===== config.mk =====
export PLATFORM = sky130hd
export DESIGN_NAME = smm_window_ctrl
export DESIGN_NICKNAME = d
export VERILOG_FILES = /design/src/rtl/smm_pkg.sv /design/src/rtl/smm_ctl_regs.sv /design/src/rtl/smm_tseg_window.sv /design/src/rtl/smm_route_dec.sv /design/src/rtl/smm_window_ctrl.sv
export SDC_FILE = /design/constraint.sdc
export NUM_CORES = 1
export LEC_CHECK = 0
export ABC_AREA = 1
export CAP_MARGIN = 30
export CORE_MARGIN = 10
export CORE_UTILIZATION = 45
export CTS_BUF_LIST = sky130_fd_sc_hd__clkbuf_4
export CTS_CLUSTER_SIZE = 30
export DETAILED_ROUTE_END_ITERATION = 6
export DONT_BUFFER_PORTS = 1
export PLACE_DENSITY_LB_ADDON = 0.05
export SYNTH_ARGS = -nofsm -noshare
export SYNTH_HDL_FRONTEND = slang
export SYNTH_HIERARCHICAL = 1
export SYNTH_SLANG_ARGS = --single-unit
export TNS_END_PERCENT = 20

===== constraint.sdc =====
create_clock -name clk -period 3.4 [get_ports clk]
set_input_delay 0.68 -clock clk [delete_from_list [all_inputs] [get_ports clk]]
set_output_delay 0.68 -clock clk [all_outputs]
set_load 0.05 [all_outputs]

===== src/rtl/smm_pkg.sv =====
package smm_pkg;
    typedef enum logic [1:0] {
        RT_PASS = 2'd0,
        RT_DRAM = 2'd1,
        RT_PCI  = 2'd2,
        RT_ONES = 2'd3
    } route_e;

    localparam logic [1:0] SEL_CTL  = 2'd0;
    localparam logic [1:0] SEL_XCTL = 2'd1;
    localparam logic [1:0] SEL_EXTW = 2'd2;

    // control byte bit positions
    localparam int B_OPEN = 6;
    localparam int B_LOCK = 4;
    localparam int B_GEN  = 3;
    // extended control byte bit positions
    localparam int B_HIEN = 7;
    localparam int B_SZHI = 2;
    localparam int B_SZLO = 1;
    localparam int B_TEN  = 0;

    localparam logic [7:0] CTL_RST        = 8'h02;
    localparam logic [7:0] CTL_MASK       = 8'h78;
    localparam logic [7:0] CTL_MASK_LOCK  = 8'h20;
    localparam logic [7:0] XCTL_RST       = 8'h00;
    localparam logic [7:0] XCTL_MASK      = 8'h87;
    localparam logic [7:0] XCTL_MASK_LOCK = 8'h00;
    localparam logic [15:0] EXT_QUERY     = 16'hFFFF;

    typedef struct packed {
        logic [7:0]  ctl;
        logic [7:0]  xctl;
        logic [15:0] extw;
    } ctl_regs_t;

    typedef struct packed {
        logic        valid;
        route_e      route;
        logic [31:0] addr;
    } resp_t;
endpackage


===== src/rtl/smm_ctl_regs.sv =====
module smm_ctl_regs
    import smm_pkg::*;
#(
    parameter int EXT_TSEG_MB = 16
) (
    input  logic        clk,
    input  logic        rst_n,
    input  logic        cfg_we,
    input  logic [1:0]  cfg_sel,
    input  logic [15:0] cfg_wdata,
    input  logic [15:0] cfg_wmask,
    output ctl_regs_t   regs_q
);
    localparam logic [15:0] EXT_VAL  = 16'(EXT_TSEG_MB);
    localparam logic [15:0] EXTW_RST = (EXT_TSEG_MB > 0) ? EXT_QUERY : 16'h0000;

    ctl_regs_t  regs_d;
    logic       locked;
    logic [7:0] bmask;

    always_comb begin
        regs_d = regs_q;
        locked = regs_q.ctl[B_LOCK];
        bmask  = 8'h00;
        if (cfg_we) begin
            case (cfg_sel)
                SEL_CTL: begin
                    bmask = (locked ? CTL_MASK_LOCK : CTL_MASK) & cfg_wmask[7:0];
                    regs_d.ctl = (regs_q.ctl & ~bmask) | (cfg_wdata[7:0] & bmask);
                end
                SEL_XCTL: begin
                    bmask = (locked ? XCTL_MASK_LOCK : XCTL_MASK) & cfg_wmask[7:0];
                    regs_d.xctl = (regs_q.xctl & ~bmask) | (cfg_wdata[7:0] & bmask);
                end
                SEL_EXTW: begin
                    regs_d.extw = (regs_q.extw & ~cfg_wmask) | (cfg_wdata & cfg_wmask);
                    if (EXT_TSEG_MB > 0 && regs_d.extw == EXT_QUERY) begin
                        regs_d.extw = EXT_VAL;
                    end
                end
                default: ;
            endcase
        end
        if (regs_d.ctl[B_LOCK]) begin
            regs_d.ctl[B_OPEN] = 1'b0;
        end
    end

    always_ff @(posedge clk) begin
        if (!rst_n) begin
            regs_q.ctl  <= CTL_RST;
            regs_q.xctl <= XCTL_RST;
            regs_q.extw <= EXTW_RST;
        end else begin
            regs_q <= regs_d;
        end
    end
endmodule


===== src/rtl/smm_tseg_window.sv =====
module smm_tseg_window #(
    parameter int AW          = 32,
    parameter int EXT_TSEG_MB = 16
) (
    input  logic          t_en,
    input  logic [1:0]    sz_code,
    input  logic [AW-1:0] low_top,
    output logic [AW-1:0] size,
    output logic [AW-1:0] base
);
    localparam int MB_SHIFT = 20;
    localparam logic [AW-1:0] SZ_1M  = AW'(1) << MB_SHIFT;
    localparam logic [AW-1:0] SZ_2M  = AW'(2) << MB_SHIFT;
    localparam logic [AW-1:0] SZ_8M  = AW'(8) << MB_SHIFT;
    localparam logic [AW-1:0] SZ_EXT = AW'(EXT_TSEG_MB) << MB_SHIFT;

    always_comb begin
        if (!t_en) begin
            size = '0;
        end else begin
            case (sz_code)
                2'b00:   size = SZ_1M;
                2'b01:   size = SZ_2M;
                2'b10:   size = SZ_8M;
                default: size = SZ_EXT;
            endcase
        end
        base = low_top - size;
    end
endmodule


===== src/rtl/smm_route_dec.sv =====
module smm_route_dec
    import smm_pkg::*;
#(
    parameter int AW = 32
) (
    input  logic [AW-1:0] addr,
    input  logic          smm,
    input  logic          open,
    input  logic          gen,
    input  logic          hien,
    input  logic [AW-1:0] tseg_size,
    input  logic [AW-1:0] tseg_base,
    input  logic [AW-1:0] low_top,
    output route_e        route,
    output logic [AW-1:0] xaddr
);
    localparam logic [AW-1:0] LOW_BASE  = AW'(32'h000A_0000);
    localparam logic [AW-1:0] WIN_SPAN  = AW'(32'h0002_0000);
    localparam logic [AW-1:0] HIGH_BASE = AW'(32'hFEDA_0000);

    logic   in_low, in_high, in_tseg;
    route_e plain;

    always_comb begin
        in_low  = (addr >= LOW_BASE) && (addr < LOW_BASE + WIN_SPAN);
        in_high = (addr >= HIGH_BASE) && (addr < HIGH_BASE + WIN_SPAN);
        in_tseg = (tseg_size != '0) && (addr >= tseg_base) && (addr < low_top);

        // view of a requester outside system management mode
        if (in_low) begin
            plain = (open && !hien) ? RT_DRAM : RT_PCI;
        end else if (in_high) begin
            plain = (open && hien) ? RT_DRAM : RT_PASS;
        end else if (in_tseg) begin
            plain = RT_ONES;
        end else begin
            plain = RT_PASS;
        end

        route = plain;
        if (smm) begin
            if (in_low && gen && !hien) begin
                route = RT_DRAM;
            end else if (in_high && gen && hien) begin
                route = RT_DRAM;
            end else if (!in_low && !in_high && in_tseg) begin
                route = RT_DRAM;
            end
        end

        xaddr = addr;
        if (in_high && route == RT_DRAM) begin
            xaddr = addr - HIGH_BASE + LOW_BASE;
        end
    end
endmodule


===== src/rtl/smm_window_ctrl.sv =====
module smm_window_ctrl
    import smm_pkg::*;
#(
    parameter int EXT_TSEG_MB  = 16,
    parameter int EXT_TSEG_MAX = 4095
) (
    input  logic        clk,
    input  logic        rst_n,
    input  logic        cfg_we,
    input  logic [1:0]  cfg_sel,
    input  logic [15:0] cfg_wdata,
    input  logic [15:0] cfg_wmask,
    input  logic [31:0] low_mem_top,
    input  logic        acc_valid,
    input  logic [31:0] acc_addr,
    input  logic        acc_smm,
    output logic        resp_valid,
    output logic [1:0]  resp_route,
    output logic [31:0] resp_addr,
    output logic [7:0]  smram_ctl,
    output logic [7:0]  esmram_ctl,
    output logic [15:0] ext_tseg_word,
    output logic [31:0] tseg_base
);
    localparam int AW = 32;

    if (EXT_TSEG_MB > EXT_TSEG_MAX) begin : g_bad_ext
        $error("EXT_TSEG_MB exceeds EXT_TSEG_MAX");
    end

    ctl_regs_t     regs_q;
    logic [AW-1:0] tsize, tbase, xaddr;
    route_e        route;
    resp_t         resp_d, resp_q;

    smm_ctl_regs #(.EXT_TSEG_MB(EXT_TSEG_MB)) u_regs (
        .clk       (clk),
        .rst_n     (rst_n),
        .cfg_we    (cfg_we),
        .cfg_sel   (cfg_sel),
        .cfg_wdata (cfg_wdata),
        .cfg_wmask (cfg_wmask),
        .regs_q    (regs_q)
    );

    smm_tseg_window #(.AW(AW), .EXT_TSEG_MB(EXT_TSEG_MB)) u_tseg (
        .t_en    (regs_q.xctl[B_TEN]),
        .sz_code (regs_q.xctl[B_SZHI:B_SZLO]),
        .low_top (low_mem_top),
        .size    (tsize),
        .base    (tbase)
    );

    smm_route_dec #(.AW(AW)) u_dec (
        .addr      (acc_addr),
        .smm       (acc_smm),
        .open      (regs_q.ctl[B_OPEN]),
        .gen       (regs_q.ctl[B_GEN]),
        .hien      (regs_q.xctl[B_HIEN]),
        .tseg_size (tsize),
        .tseg_base (tbase),
        .low_top   (low_mem_top),
        .route     (route),
        .xaddr     (xaddr)
    );

    always_comb begin
        resp_d.valid = acc_valid;
        resp_d.route = acc_valid ? route : RT_PASS;
        resp_d.addr  = acc_valid ? xaddr : '0;
    end

    always_ff @(posedge clk) begin
        if (!rst_n) begin
            resp_q <= '0;
        end else begin
            resp_q <= resp_d;
        end
    end

    assign resp_valid    = resp_q.valid;
    assign resp_route    = resp_q.route;
    assign resp_addr     = resp_q.addr;
    assign smram_ctl     = regs_q.ctl;
    assign esmram_ctl    = regs_q.xctl;
    assign ext_tseg_word = regs_q.extw;
    assign tseg_base     = tbase;
endmodule


==> impl_metrics.tcl <==
set metrics [dict create \
    status "finished clean" \
    grt_usage_pct 17.1 \
    finalSetupViolCount 0 \
    final-instance-count-excl-fill 1121 \
    numPortBuffers 0 \
    antenna_found_initial 0 \
    hold_path_class "input pin to flop" \
    num_io_pins 202 \
    critical_path.max_stage_delay_ns 0.38 \
    whs_ns 0.359 \
    cts_buffer_depth 2 \
    maxCapViolations 0 \
    wl_um 15900 \
    max-slew-margin-rel_pct 39.4 \
    die_area_um2 17800 \
    synth-simple-area-share_pct 31.7 \
    cp_top_family "simple AND/OR/NAND/NOR gates" \
    p_leak_uw 0.00361 \
    dp_hpwl_um 13200 \
    die_y_um 133 \
    drtIter0Drc 231 \
    drv_slew 0 \
    cts_tree "done" \
    dieWidth_um 133 \
    path_class "flop to flop" \
    synthTopCellsByArea "dfxtp_1, nand2_1, ha_1" \
    core_um2 12600 \
    synth_top_area_cell "dfxtp_1" \
    ys_types 32 \
    cp-end-kind "flop" \
    area_growth_pct 6.81 \
    post-route-period-util_pct 97.1 \
    fin_crit_ns 3.30 \
    postRouteAntennaNets 0 \
    holdBufCountCts 0 \
    synthAdderAreaFrac_pct 15.3 \
    route.detailed.drc 0 \
    syn_area_um2 5770 \
    skew_ns 0.0108 \
    start_util_pct 45.9 \
    overflow 0 \
    drive_gt1_share_pct 13.4 \
    nets 1117 \
    vias_per_cell 4.65 \
    place_congestion 0.901 \
    cpMaxStageDelayCell "dfxtp_4" \
    worstPathArrival_ns 3.58 \
    setup-tns-final_ns 0 \
    max_clock_freq_mhz 303 \
    insertion_delay_ns 0.41 \
    ys_ff_latch 59 \
    core.rowCount 41 \
    powerDensity_nw_per_um2 301 \
    drtPass1Iterations 5 \
    seq_area_frac_synth_pct 20.5 \
    worstSetupStartpointType "flop" \
    synth-compound-area-share_pct 6.85 \
    wl_per_cell_um 14.2 \
    dr_total_vias 5208 \
    synth_top_area_share_pct 20.5 \
    grt_pass1_vias 4921 \
    rsz0062_at_grt "true" \
    cts_made_buffers 9 \
    grt_pass1_wl_um 25000 \
    crit_top_cell "nand2_2" \
    syn_inst 955 \
    clk_pin_slew_ns 0.10 \
    yosysWarnings 6 \
    ir_worst_vdd_mv 0.175 \
    synthXorXnorAreaFrac_pct 0.455 \
    finalHoldViolCount 0 \
    placed_cell_area_um2 5740 \
    clock_sinks 59 \
    p_total_uw 1860 \
    dp_cells 1097 \
    worstPathRequired_ns 3.68 \
    grt_max_degree 36 \
    synth_area_per_cell_um2 6.04 \
    synth_top_family_by_area "simple AND/OR/NAND/NOR gates" \
    htreeDepth 3 \
    yosys-mux-area-fraction_pct 0 \
    tightest_slew_ns 0.909 \
    root_buffer "clkbuf_4" \
    critPathMaxFanout 6 \
    diodes 0 \
    design_area_um2 6160 \
    worst-path-buf-inv 6 \
]
final cells by class:
class	instances	area (µm²)
Clock buffer	9	67.6
Clock inverter	7	66.3
Fill cell	1370	6400
Inverter	215	811
Multi-Input combinational cell	630	3580
Sequential cell	59	1190
Tap cell	172	215
Timing Repair Buffer	29	233
cells in the final DEF, fill, tap and decap left out, drive strengths merged:
cell type,instances
inv,215
buf,29
nand4,11
a31oi,3
o21a,3
o21ai,18
bufinv,1
nand2,245
fa,1
nor4,6
clkinvlp,1
ha,69
nand3,22
xor2,3
a21oi,46
clkinv,5
conb,36
dfxtp,59
nor2,147
a21o,2
clkbuf,9
nand3b,2
nor3,16
synth_stat cells:
| cell | count |
|---|---|
| nand4_1 | 10 |
| xor2_1 | 3 |
| nand3_2 | 1 |
| nand3_1 | 21 |
| buf_4 | 76 |
| nor2_1 | 141 |
| o21ai_4 | 1 |
| dfxtp_1 | 59 |
| a31oi_1 | 3 |
| conb_1 | 3 |
| buf_2 | 4 |
| nand3b_1 | 2 |
| a21oi_1 | 45 |
| ha_1 | 69 |
| o21ai_2 | 1 |
| inv_2 | 7 |
| nor4_1 | 6 |
| a21oi_2 | 1 |
| nand4_2 | 1 |
| nor3_1 | 16 |
| a21o_1 | 2 |
| o21ai_0 | 12 |
| nor2_2 | 5 |
| fa_1 | 1 |
| clkinv_1 | 1 |
| inv_1 | 207 |
| nand2_1 | 238 |
| nand2_2 | 7 |
| nor2_4 | 1 |
| o21a_1 | 3 |
| o21ai_1 | 4 |
| buf_6 | 4 |
path summary, 6_finish.rpt:
kind	start	to	slack, ns	cells past startpoint
max	flop	resp_addr[23]	0.1	26
min	rst_n	u_regs/regs_q[4]	0.36	1
max reg2reg	flop	resp_addr[23]	0.1	26
min reg2reg	u_regs/regs_q[4]	u_regs/regs_q[4]	0.77	2
stage by stage:
stage          utilization, %  setup slack [ns]
4_1_cts                  46.8            0.0141
3_5_place_dp             45.6           -0.0643
3_3_place_gp             45.6          0.000179
6_report                 49.0            0.0993
2_1_floorplan               -            0.0248
5_1_grt                  49.0            -0.196
where the power goes:
part	switching [µW]	internal, µW	leakage, µW
clock	288	222	0.0000803
combinational	321	185	0.00304
sequential	123	719	0.000486
total	731	1130	0.00361
repair_timing:
item / 4_1_cts / 5_1_grt
gates resized for setup: 2 / 52
buffers inserted: 0 / 8
endpoints found under the setup margin: 12 / 14
pin swaps: 0 / 29
endpoints found under the hold margin: 0 / 0
logic make-up after synthesis:
group,after synthesis
and+or+nand+nor,449
buffers and inverters,299
AOI/OAI and AO/OA,72
adders and majority gates,70
DFF,59
xor gates and xnor gates,3
other,3
routing by layer:
metal / vias to the layer above / part of all wire, % / GRT usage (%)
met4: 0 / 1.6 / 4.96
met5: - / 0 / 0
met2: 163 / 47 / 27.9
met1: 2287 / 41 / 19.4
met3: 19 / 11 / 8.35
li1: 2739 / - / -
(Power assumes the default switching activity.)
